### src/rtl/swallow_pkg.sv
package swallow_pkg;
  // strobes from the control decision to the counting datapath
  typedef struct packed {
    logic passTick;     // forward this tick to the motor
    logic swallowTick;  // remove this tick
    logic reload;       // reload the interval counter from the preset
    logic decrement;    // step the interval counter down by one
  } swallowStrobes_t;
endpackage

### src/rtl/swallow_control.sv
module swallow_control
  import swallow_pkg::*;
(
  input  logic            tickIn,
  input  logic            cntZero,
  input  logic            presetZero,
  output swallowStrobes_t strobes
);
  logic swallowNow;

  always_comb begin
    swallowNow          = tickIn && cntZero && !presetZero;
    strobes.swallowTick = swallowNow;
    strobes.passTick    = tickIn && !swallowNow;
    strobes.reload      = tickIn && cntZero;
    strobes.decrement   = tickIn && !cntZero;
  end
endmodule

### src/rtl/swallow_datapath.sv
module swallow_datapath
  import swallow_pkg::*;
#(
  parameter int CNT_W     = 16,
  parameter int NOR_GROUP = 4
)(
  input  logic             clk,
  input  logic             rst,
  input  logic [CNT_W-1:0] presetIn,
  input  swallowStrobes_t  strobes,
  output logic             cntZero,
  output logic             presetZero,
  output logic             motorPulse,
  output logic             swallowFlag
);
  localparam int NUM_GROUPS = (CNT_W + NOR_GROUP - 1) / NOR_GROUP;

  logic [CNT_W-1:0]      cnt;
  logic [NUM_GROUPS-1:0] groupAny;

  // interval counter
  always_ff @(posedge clk) begin
    if (rst) begin
      cnt <= presetIn;
    end else if (strobes.reload) begin
      cnt <= presetIn;
    end else if (strobes.decrement) begin
      cnt <= cnt - 1'b1;
    end
  end

  // wide NOR zero detect, built from small OR groups
  for (genvar g = 0; g < NUM_GROUPS; g++) begin : g_zeroGroup
    localparam int LO = g * NOR_GROUP;
    localparam int HI = (LO + NOR_GROUP - 1 < CNT_W) ? LO + NOR_GROUP - 1 : CNT_W - 1;
    assign groupAny[g] = |cnt[HI:LO];
  end

  assign cntZero    = ~|groupAny;
  assign presetZero = ~|presetIn;

  // registered output gating
  always_ff @(posedge clk) begin
    if (rst) begin
      motorPulse  <= 1'b0;
      swallowFlag <= 1'b0;
    end else begin
      motorPulse  <= strobes.passTick;
      swallowFlag <= strobes.swallowTick;
    end
  end


  dec_step_chk: assert property (@(posedge clk) disable iff (rst)
    ($past(strobes.decrement) && !$past(rst)) |-> (cnt == CNT_W'($past(cnt) - 1'b1)));


  idle_hold_chk: assert property (@(posedge clk) disable iff (rst)
    (!$past(rst) && !$past(strobes.reload) && !$past(strobes.decrement)) |-> $stable(cnt));


  reload_chk: assert property (@(posedge clk) disable iff (rst)
    ($past(strobes.reload) && !$past(rst)) |-> (cnt == $past(presetIn)));
endmodule

### src/rtl/pulse_swallow_corrector.sv
module pulse_swallow_corrector
  import swallow_pkg::*;
#(
  parameter int CNT_W     = 16,
  parameter int NOR_GROUP = 4
)(
  input  logic             clk,
  input  logic             rst,
  input  logic             tickIn,
  input  logic [CNT_W-1:0] presetVal,
  output logic             motorPulse,
  output logic             swallowFlag
);
  swallowStrobes_t strobes;
  logic            cntZero;
  logic            presetZero;

  swallow_control i_control (
    .tickIn     (tickIn),
    .cntZero    (cntZero),
    .presetZero (presetZero),
    .strobes    (strobes)
  );

  swallow_datapath #(
    .CNT_W     (CNT_W),
    .NOR_GROUP (NOR_GROUP)
  ) i_datapath (
    .clk         (clk),
    .rst         (rst),
    .presetIn    (presetVal),
    .strobes     (strobes),
    .cntZero     (cntZero),
    .presetZero  (presetZero),
    .motorPulse  (motorPulse),
    .swallowFlag (swallowFlag)
  );


  excl_out_chk: assert property (@(posedge clk) disable iff (rst)
    !(motorPulse && swallowFlag));


  no_spurious_chk: assert property (@(posedge clk) disable iff (rst)
    (motorPulse || swallowFlag) |-> $past(tickIn));


  tick_served_chk: assert property (@(posedge clk) disable iff (rst)
    ($past(tickIn) && !$past(rst)) |-> (motorPulse || swallowFlag));


  zero_preset_chk: assert property (@(posedge clk) disable iff (rst)
    swallowFlag |-> ($past(presetVal) != '0));
endmodule

### config.mk
export PLATFORM = sky130hd
export DESIGN_NAME = pulse_swallow_corrector
export DESIGN_NICKNAME = d
export VERILOG_FILES = /design/src/rtl/swallow_pkg.sv /design/src/rtl/swallow_control.sv /design/src/rtl/swallow_datapath.sv /design/src/rtl/pulse_swallow_corrector.sv
export SDC_FILE = /design/constraint.sdc
export NUM_CORES = 1
export LEC_CHECK = 0
export BUFFER_PORTS_ARGS = -buffer_cell sky130_fd_sc_hd__buf_2
export CAP_MARGIN = 20
export CELL_PAD_IN_SITES_DETAIL_PLACEMENT = 2
export CELL_PAD_IN_SITES_GLOBAL_PLACEMENT = 2
export CORE_AREA = 4 4 59 61
export DETAILED_ROUTE_END_ITERATION = 10
export DIE_AREA = 0 0 63 65
export HOLD_SLACK_MARGIN = 0.08
export PLACE_DENSITY_LB_ADDON = 0.1
export SYNTH_ARGS = -nofsm -noshare
export SYNTH_HDL_FRONTEND = slang
export SYNTH_SLANG_ARGS = --single-unit
### constraint.sdc
create_clock -name clk -period 5.6 [get_ports clk]
set_input_delay 0.28 -clock clk [delete_from_list [all_inputs] [get_ports clk]]
set_output_delay 0.28 -clock clk [all_outputs]
set_load 0.02 [all_outputs]
* Yosys cells after proc, flatten, opt, wreduce, memory -nomap -nowiden *
Cells that the tools add are included.

word-level totals
  flip-flop bits (word level) = 18
  latch bits = 0
  bits in writable memories = 0
  ROM bits = 0
  output and inout port bits = 2
  word-level logic and storage cells = 16
  memories kept = 0

cells by class
  add/subtract/negate cells = 1
  $mul = 0
  divide/modulo/power cells = 0
  order comparisons = 0
  equal/unequal tests = 0
  shift operators = 0
  multiplexer cells = 3
  bitwise operators = 0
  reductions and logical operators = 9

operators by type and width
  operator                                            number
  2-to-1 mux 16 bit                                   3
  OR reduction 16 bit                                 2
  subtractor 16 x 1 -> 16 bit, second input constant  1
  logical AND 1 bit                                   4
  nonzero test 3 bit                                  1
  zero test 1 bit                                     2

* Depth between registers and ports, before layout *
Gate-level depths: netlist of run 1.

  depth in word-level cells = 6
  gate-level depth with buffers = 8
  gate-level depth less buffers = 7

* By module *
A second synthesis of run 1 with hierarchy kept.

unflattened totals
  cell total of the unflattened synthesis = 112
  area, all modules = 1,081.0 um2

modules (own cells, without submodules)
  module            times used  cells an instance  area an instance (um2)  seq. area each (um2)
  swallow_datapath  1           106                1,036.0                 520.5
  swallow_control   1           6                  45.0                    0.0

* Least setup slack after synthesis of run 1 *
No wires, ideal clock.

  path kind = reg2reg
  start point = register i_datapath.cnt[0]
  end point = register i_datapath.cnt[9], data pin
  data arrival time = 1,742 ps
  required time = 5,342 ps
  setup slack = 3,600 ps
  stages on the path, launching flop included = 9
  buffers on the path = 1
  clock period less this slack = 2,000 ps
  cells stage by stage = edfxtp_1 > inv_1 > ha_1 > or4b_1 > nor4_4 > a21oi_1 > clkbuf_1 > nor2_1 > a21oi_1

on the way
  word-level cells in the longest chain between the ends = 5

ends and longest elaborated chain
  what                                                                 RTL line                source
  start, declared                                                      swallow_datapath.sv:18  logic [CNT_W-1:0] cnt;
  start signal, assigned                                               swallow_datapath.sv:24  cnt <= presetIn;
  start signal, assigned                                               swallow_datapath.sv:26  cnt <= presetIn;
  start signal, assigned                                               swallow_datapath.sv:28  cnt <= cnt - 1'b1;
  branches (longest 3 deep; another with subtractor 16 x 1 -> 16 bit)  -
  2-to-1 mux 16 bit (*)                                                swallow_datapath.sv:25  end else if (strobes.reload) begin
  2-to-1 mux 16 bit (*)                                                swallow_datapath.sv:23  if (rst) begin

Mark *: on every way between the ends. The select of a mux whose other input is x is not followed.
A chain may end at the register's enable or synchronous reset.

* Final worst setup path of run 1 *
  start point = register i_datapath.cnt[4]
  end point = register i_datapath.cnt[9], data pin

Same word-level chain as after synthesis.

==> results.toml, run 1 <==
[detailed_routing]
wirelength_mm = 2.63
vias = 841
drc_errors = 0
drt-initial-drc-count = 15
ant_nets = 0
drt-pass1-iter-count = 5
post_drt_wl_per_cell_um = 16.9
vias_per_cell = 5.39

[floorplanning]
core-area_um2 = 2980
dieArea_um2 = 4100
die_width_um = 63
num_io_pins = 21
start_util = 0.350
rows = 20
die_h_um = 65

[hold_path]
hp-class = "in -> reg"
hold_depth = 3

[sta]
slew_violations = 0
post-route-period-util = 0.418
holdWs_ps = 295
setup_tns_ps = 0
hold_violations = 0
setup_ws_ps = 3260
slew_headroom = 0.571
rsz0062_at_grt = "false"
setup_viol = 0
period_minus_slack_ps = 2340
max_freq_mhz = 427
tightestPinTransition_ps = 643
final.setup_skew_ps = 18.7

[critical_path]
reg2reg_depth = 6
path_class = "reg -> reg"
worstPathMaxFanout = 16
crit_path_end_kind = "flop"
worstSetupStartpointType = "flop"
worstPathArrival_ps = 2380
required_ps = 5640

[power]
leakagePower_nw = 0.431
comb_power_share = 0.159
switching_power_mw = 0.0771
clock_power_share = 0.233
power.density_nw_per_um2 = 241
power_mw = 0.289
ir_worst_vdd_mv = 0.141
sw_frac_of_total = 0.267
p_int_mw = 0.212
p_seq_frac = 0.608

[finish]
final_cells = 156
diodes = 0
syn_to_final_growth_pct = 14.9
final_layout_size_suffix_gt1_frac = 0.268
post-route-util = 0.403
finish.instance_area_um2 = 1200
seq_area_um2 = 520
fin_nets = 144
multi_input_area_um2 = 492
n_fill_cell = 338

[synthesis]
synth_common_cells = "nor2_1, edfxtp_1, a21oi_1, xnor2_1, nor4_1"
syn_nets = 122
postSynthCellCount = 102
synth_top_area_share = 0.460
yosys_warnings = 0
synth-edff-count = 16
yosys.cell_count.top_type = "nor2_1"
syn_avg_cell_area_um2 = 10.2
synth_area_leaders = "edfxtp_1, nor2_1, a21oi_1, xnor2_1, nor4_1"
async_reset_ff_frac = 0
synthDistinctLibCells = 30
synth_seq_area_share = 0.499
yosysTopAreaCell = "edfxtp_1"
synth-seq-cells = 18
synth_area_um2 = 1040
synth_top_flop_cell = "edfxtp_1"

[global_routing]
antenna_found_initial = 0
gr-usage-all-layers = 0.139
grt_max_degree = 17
grt_pass1_wl_mm = 4.38
grt_pass1_vias = 932
overflow = 0

[cts]
cts_hold_buf = 0
clk_pin_slew_ps = 110
worstSkewPairLatency_ps = 300
clock_path_buffers = 2
post_cts_resize_count = 0
cts_tree = "done"
post_cts_buffers = 0
clock-root-buffer = "clkbuf_4"
htree_levels = 1
numCtsBuffers = 3
cts.sinks = 18

[place]
hpwl_mm = 2.12
place_ws_ps = 3260
placed_cell_area_um2 = 1170
numPortBuffers = 20
dp.cells = 152
place_congestion = 0.704

[status]
status = "complete, no violations"

[flow_run]
max_cap_violations = 0
## power by group through the flow
stage | registers [mW] | logic (mW) | clock network (mW)
final | 0.176 | 0.0461 | 0.0673
after global placement | 0.178 | 0.0450 | 0
after floorplan | 0.174 | 0.0318 | 0
after global routing | 0.178 | 0.0524 | 0.0741
after CTS | 0.176 | 0.0473 | 0.0699
after detailed placement | 0.179 | 0.0469 | 0
## registers in the layout, summed over array words and instances (netlist names)
signal,count
i_datapath.cnt,16
i_datapath.motorPulse,1
i_datapath.swallowFlag,1
## per-layer routing
metal | global-route usage | up-vias | share of wire
met4 | 0.0248 | 0 | 0.0080
met3 | 0.0468 | 2 | 0.048
met5 | 0 | - | 0
met2 | 0.235 | 20 | 0.48
met1 | 0.175 | 404 | 0.47
li1 | - | 415 | -
## worst max-delay path, cell delays in order, from the launching register on
cell and delay (ps):
edfxtp_1 490, or4_4 610, nor4_4 310, a21oi_2 240, buf_4 260, nor2_1 120
a21oi_1 50
## cell usage in the layout (no fill, tap or decap), drive strengths merged
master,count
dfxtp,2
nor3,2
or2,2
inv,3
nand3,1
xor2,4
nand4,1
clkbuf,4
or3,1
or4b,1
buf,21
or4,3
o31ai,1
nand2,3
nor4,8
xnor2,8
edfxtp,16
a21oi,14
nor2,20
mux2i,1
a31oi,2
o41ai,1
mux2,1
or3b,1
ha,1
nand2b,1
## path summary, 6_finish.rpt
| check | from | end | slack [ps] |
|---|---|---|---|
| hold reg to reg | i_datapath.cnt[0] | i_datapath.cnt[3] | 690 |
| setup reg to reg | i_datapath.cnt[4] | i_datapath.cnt[9] | 3260 |
| setup / recovery | i_datapath.cnt[4] | i_datapath.cnt[9] | 3260 |
| hold / removal | tickIn | i_datapath.swallowFlag | 300 |
## logic make-up (layout without fill, tap and decap cells)
family          Yosys count  count (layout)  share of synthesized area
simple gates             44              44                      0.240
compound gates           18              18                     0.0947
flops                    18              18                      0.499
xor+xnor                 12              12                      0.101
buf+inv                   7              28                     0.0336
mux                       2               2                     0.0204
fa+ha+maj                 1               1                     0.0120
## cell type report
| cell class | instances | share of cell area |
|---|---|---|
| Inverter | 3 | 0.00939 |
| Timing Repair Buffer | 21 | 0.0898 |
| Multi-Input combinational cell | 77 | 0.410 |
| Tap cell | 33 | 0.0344 |
| Sequential cell | 18 | 0.434 |
| Clock buffer | 4 | 0.0219 |
Power figures use the tool's default switching activity.
==> run 2, diff against run 1 <==
- CORE_AREA: 4 4 59 61 -> 4 4 62 64
- DIE_AREA: 0 0 63 65 -> 0 0 66 68
- clock period: 5.6 -> 2.4 ns (I/O delays scaled with it)
==> results.toml, run 2 (synthesized netlist as in run 1, its figures left out) <==
[status]
status = "complete, no violations"

[finish]
regMostFlops = "i_datapath.cnt"
syn_to_final_growth_pct = 20.5
reg.largest.list = "i_datapath.cnt x16, i_datapath.motorPulse x1, i_datapath.swallowFlag x1"
final_layout_size_suffix_gt1_frac = 0.315
layout_commonest_cell = "buf_2"
largest_reg_flops = 16
fin_nets = 148
n_fill_cell = 367
layout_common_cells = "buf_2, nor2_1, edfxtp_1, a21oi_1, xnor2_1"
diodes = 0

[place]
numPortBuffers = 20
place_ws_ps = 131
hpwl_mm = 2.17
place_congestion = 0.772

[floorplanning]
die_h_um = 68
core-area_um2 = 3280
rows = 21
dieArea_um2 = 4490
die_width_um = 66
start_util = 0.318
num_io_pins = 21

[power]
power.density_nw_per_um2 = 554
ir_worst_vdd_mv = 0.284
power_mw = 0.697
leakagePower_nw = 0.451

[sta]
slew_violations = 0
post-route-period-util = 0.933
slew_headroom = 0.711
hold_violations = 0
max_freq_mhz = 447
setup_viol = 0
setup_ws_ps = 162
final.setup_skew_ps = 2.47
tightestPinTransition_ps = 429
period_minus_slack_ps = 2240

[detailed_routing]
vias = 869
vias_per_cell = 5.02
post_drt_wl_per_cell_um = 16.0
drt-initial-drc-count = 38
wirelength_mm = 2.77
drt-pass1-iter-count = 3
drc_errors = 0
ant_nets = 0

[global_routing]
grt_max_degree = 18
grt_pass1_vias = 1026
grt_pass1_wl_mm = 4.84
antenna_found_initial = 0
overflow = 0
gr-usage-all-layers = 0.143

[hold_path]
hold_depth = 3
hp-class = "in -> reg"
min_to = "i_datapath.motorPulse"
worstHoldStart = "tickIn"

[cts]
cts_tree = "done"
numCtsBuffers = 3
cts.sinks = 18
clock_path_buffers = 2
clock-root-buffer = "clkbuf_4"
cts_hold_buf = 0
clk_pin_slew_ps = 120
worstSkewPairLatency_ps = 300
htree_levels = 1

[flow_run]
max_cap_violations = 0

[critical_path]
crit_path_end_kind = "flop"
r2r_end = "i_datapath.cnt[15]"
path_class = "reg -> reg"
worstReg2RegStart = "i_datapath.cnt[0]"
worstPathMaxFanout = 12
worstSetupStartpointType = "flop"
worstPathArrival_ps = 2300
reg2reg_depth = 8
required_ps = 2470
ff2ff_setup_slack_ps = 160
[run 2: cell count changes in the layout (fill, tap and decap cells not counted)]
| cell | change |
|---|---|
| buf_4 | +3 |
| buf_6 | +1 |
| ha_1 | -1 |
| ha_2 | +1 |
| nor2_1 | -1 |
| nor2_2 | +1 |
| or4b_1 | -1 |
| or4b_4 | +1 |
[run 2: area by class of cell]
class / instances / area [um^2] / share of cell area
multi-input combinational: 77 / 500 / 0.398
clock buffer: 4 / 26.3 / 0.0209
tap: 46 / 57.6 / 0.0458
sequential: 18 / 520 / 0.414
inverter: 3 / 11.3 / 0.00896
timing repair buffer: 25 / 141 / 0.112
[run 2: metrics by stage]
step	TNS (ps)	instance area, um^2	hold slack, ps	cells	util
final	0	1260	122	173	0.383
after global routing	-15.0	1260	131	173	0.383
after floorplan	0	1040	270	102	-
after detailed placement	0	1210	446	168	0.369
after CTS	0	1240	125	172	0.377
after global placement	0	1210	419	168	0.369
[run 2: report_power, final]
| group | internal (mW) | switching (mW) | total, mW |
|---|---|---|---|
| logic | 0.0564 | 0.0610 | 0.117 |
| registers | 0.379 | 0.0291 | 0.408 |
| clock network | 0.0648 | 0.106 | 0.171 |
| total | 0.501 | 0.196 | 0.697 |
[run 2: critical path: stages, from the launching register on]
cell and delay (ps):
edfxtp_1 430, inv_1 100, ha_2 200, or4b_4 480, nor4_4 290, a21oi_2 120
buf_4 200, nor2_1 120, a21oi_1 50
[run 2: worst max-delay path by stage]
stage / startpoint / end / slack [ps] / cells past startpoint
detailed placement: i_datapath.cnt[0] / i_datapath.cnt[7] / 130 / 8
global route: i_datapath.cnt[0] / i_datapath.cnt[12] / -10 / 8
CTS: i_datapath.cnt[0] / i_datapath.cnt[13] / 100 / 8
global placement: i_datapath.cnt[0] / i_datapath.cnt[2] / 170 / 8
floorplan: i_datapath.cnt[0] / i_datapath.cnt[9] / 400 / 8
finish: i_datapath.cnt[0] / i_datapath.cnt[15] / 160 / 8
[run 2: routing by layer]
layer / vias up / share of wire / GRT usage / routed length (um)
met1: 419 / 0.47 / 0.178 / 1310
met3: 6 / 0.037 / 0.0345 / 103
met2: 21 / 0.47 / 0.238 / 1300
met4: 0 / 0.018 / 0.0558 / 50
met5: - / 0 / 0 / 0
li1: 423 / - / - / -
[run 2: timing repair]
item,in CTS,in global routing
setup endpoints to repair,0,11
resized for setup,0,4
buffers inserted,0,1
endpoints found under the hold margin,0,0
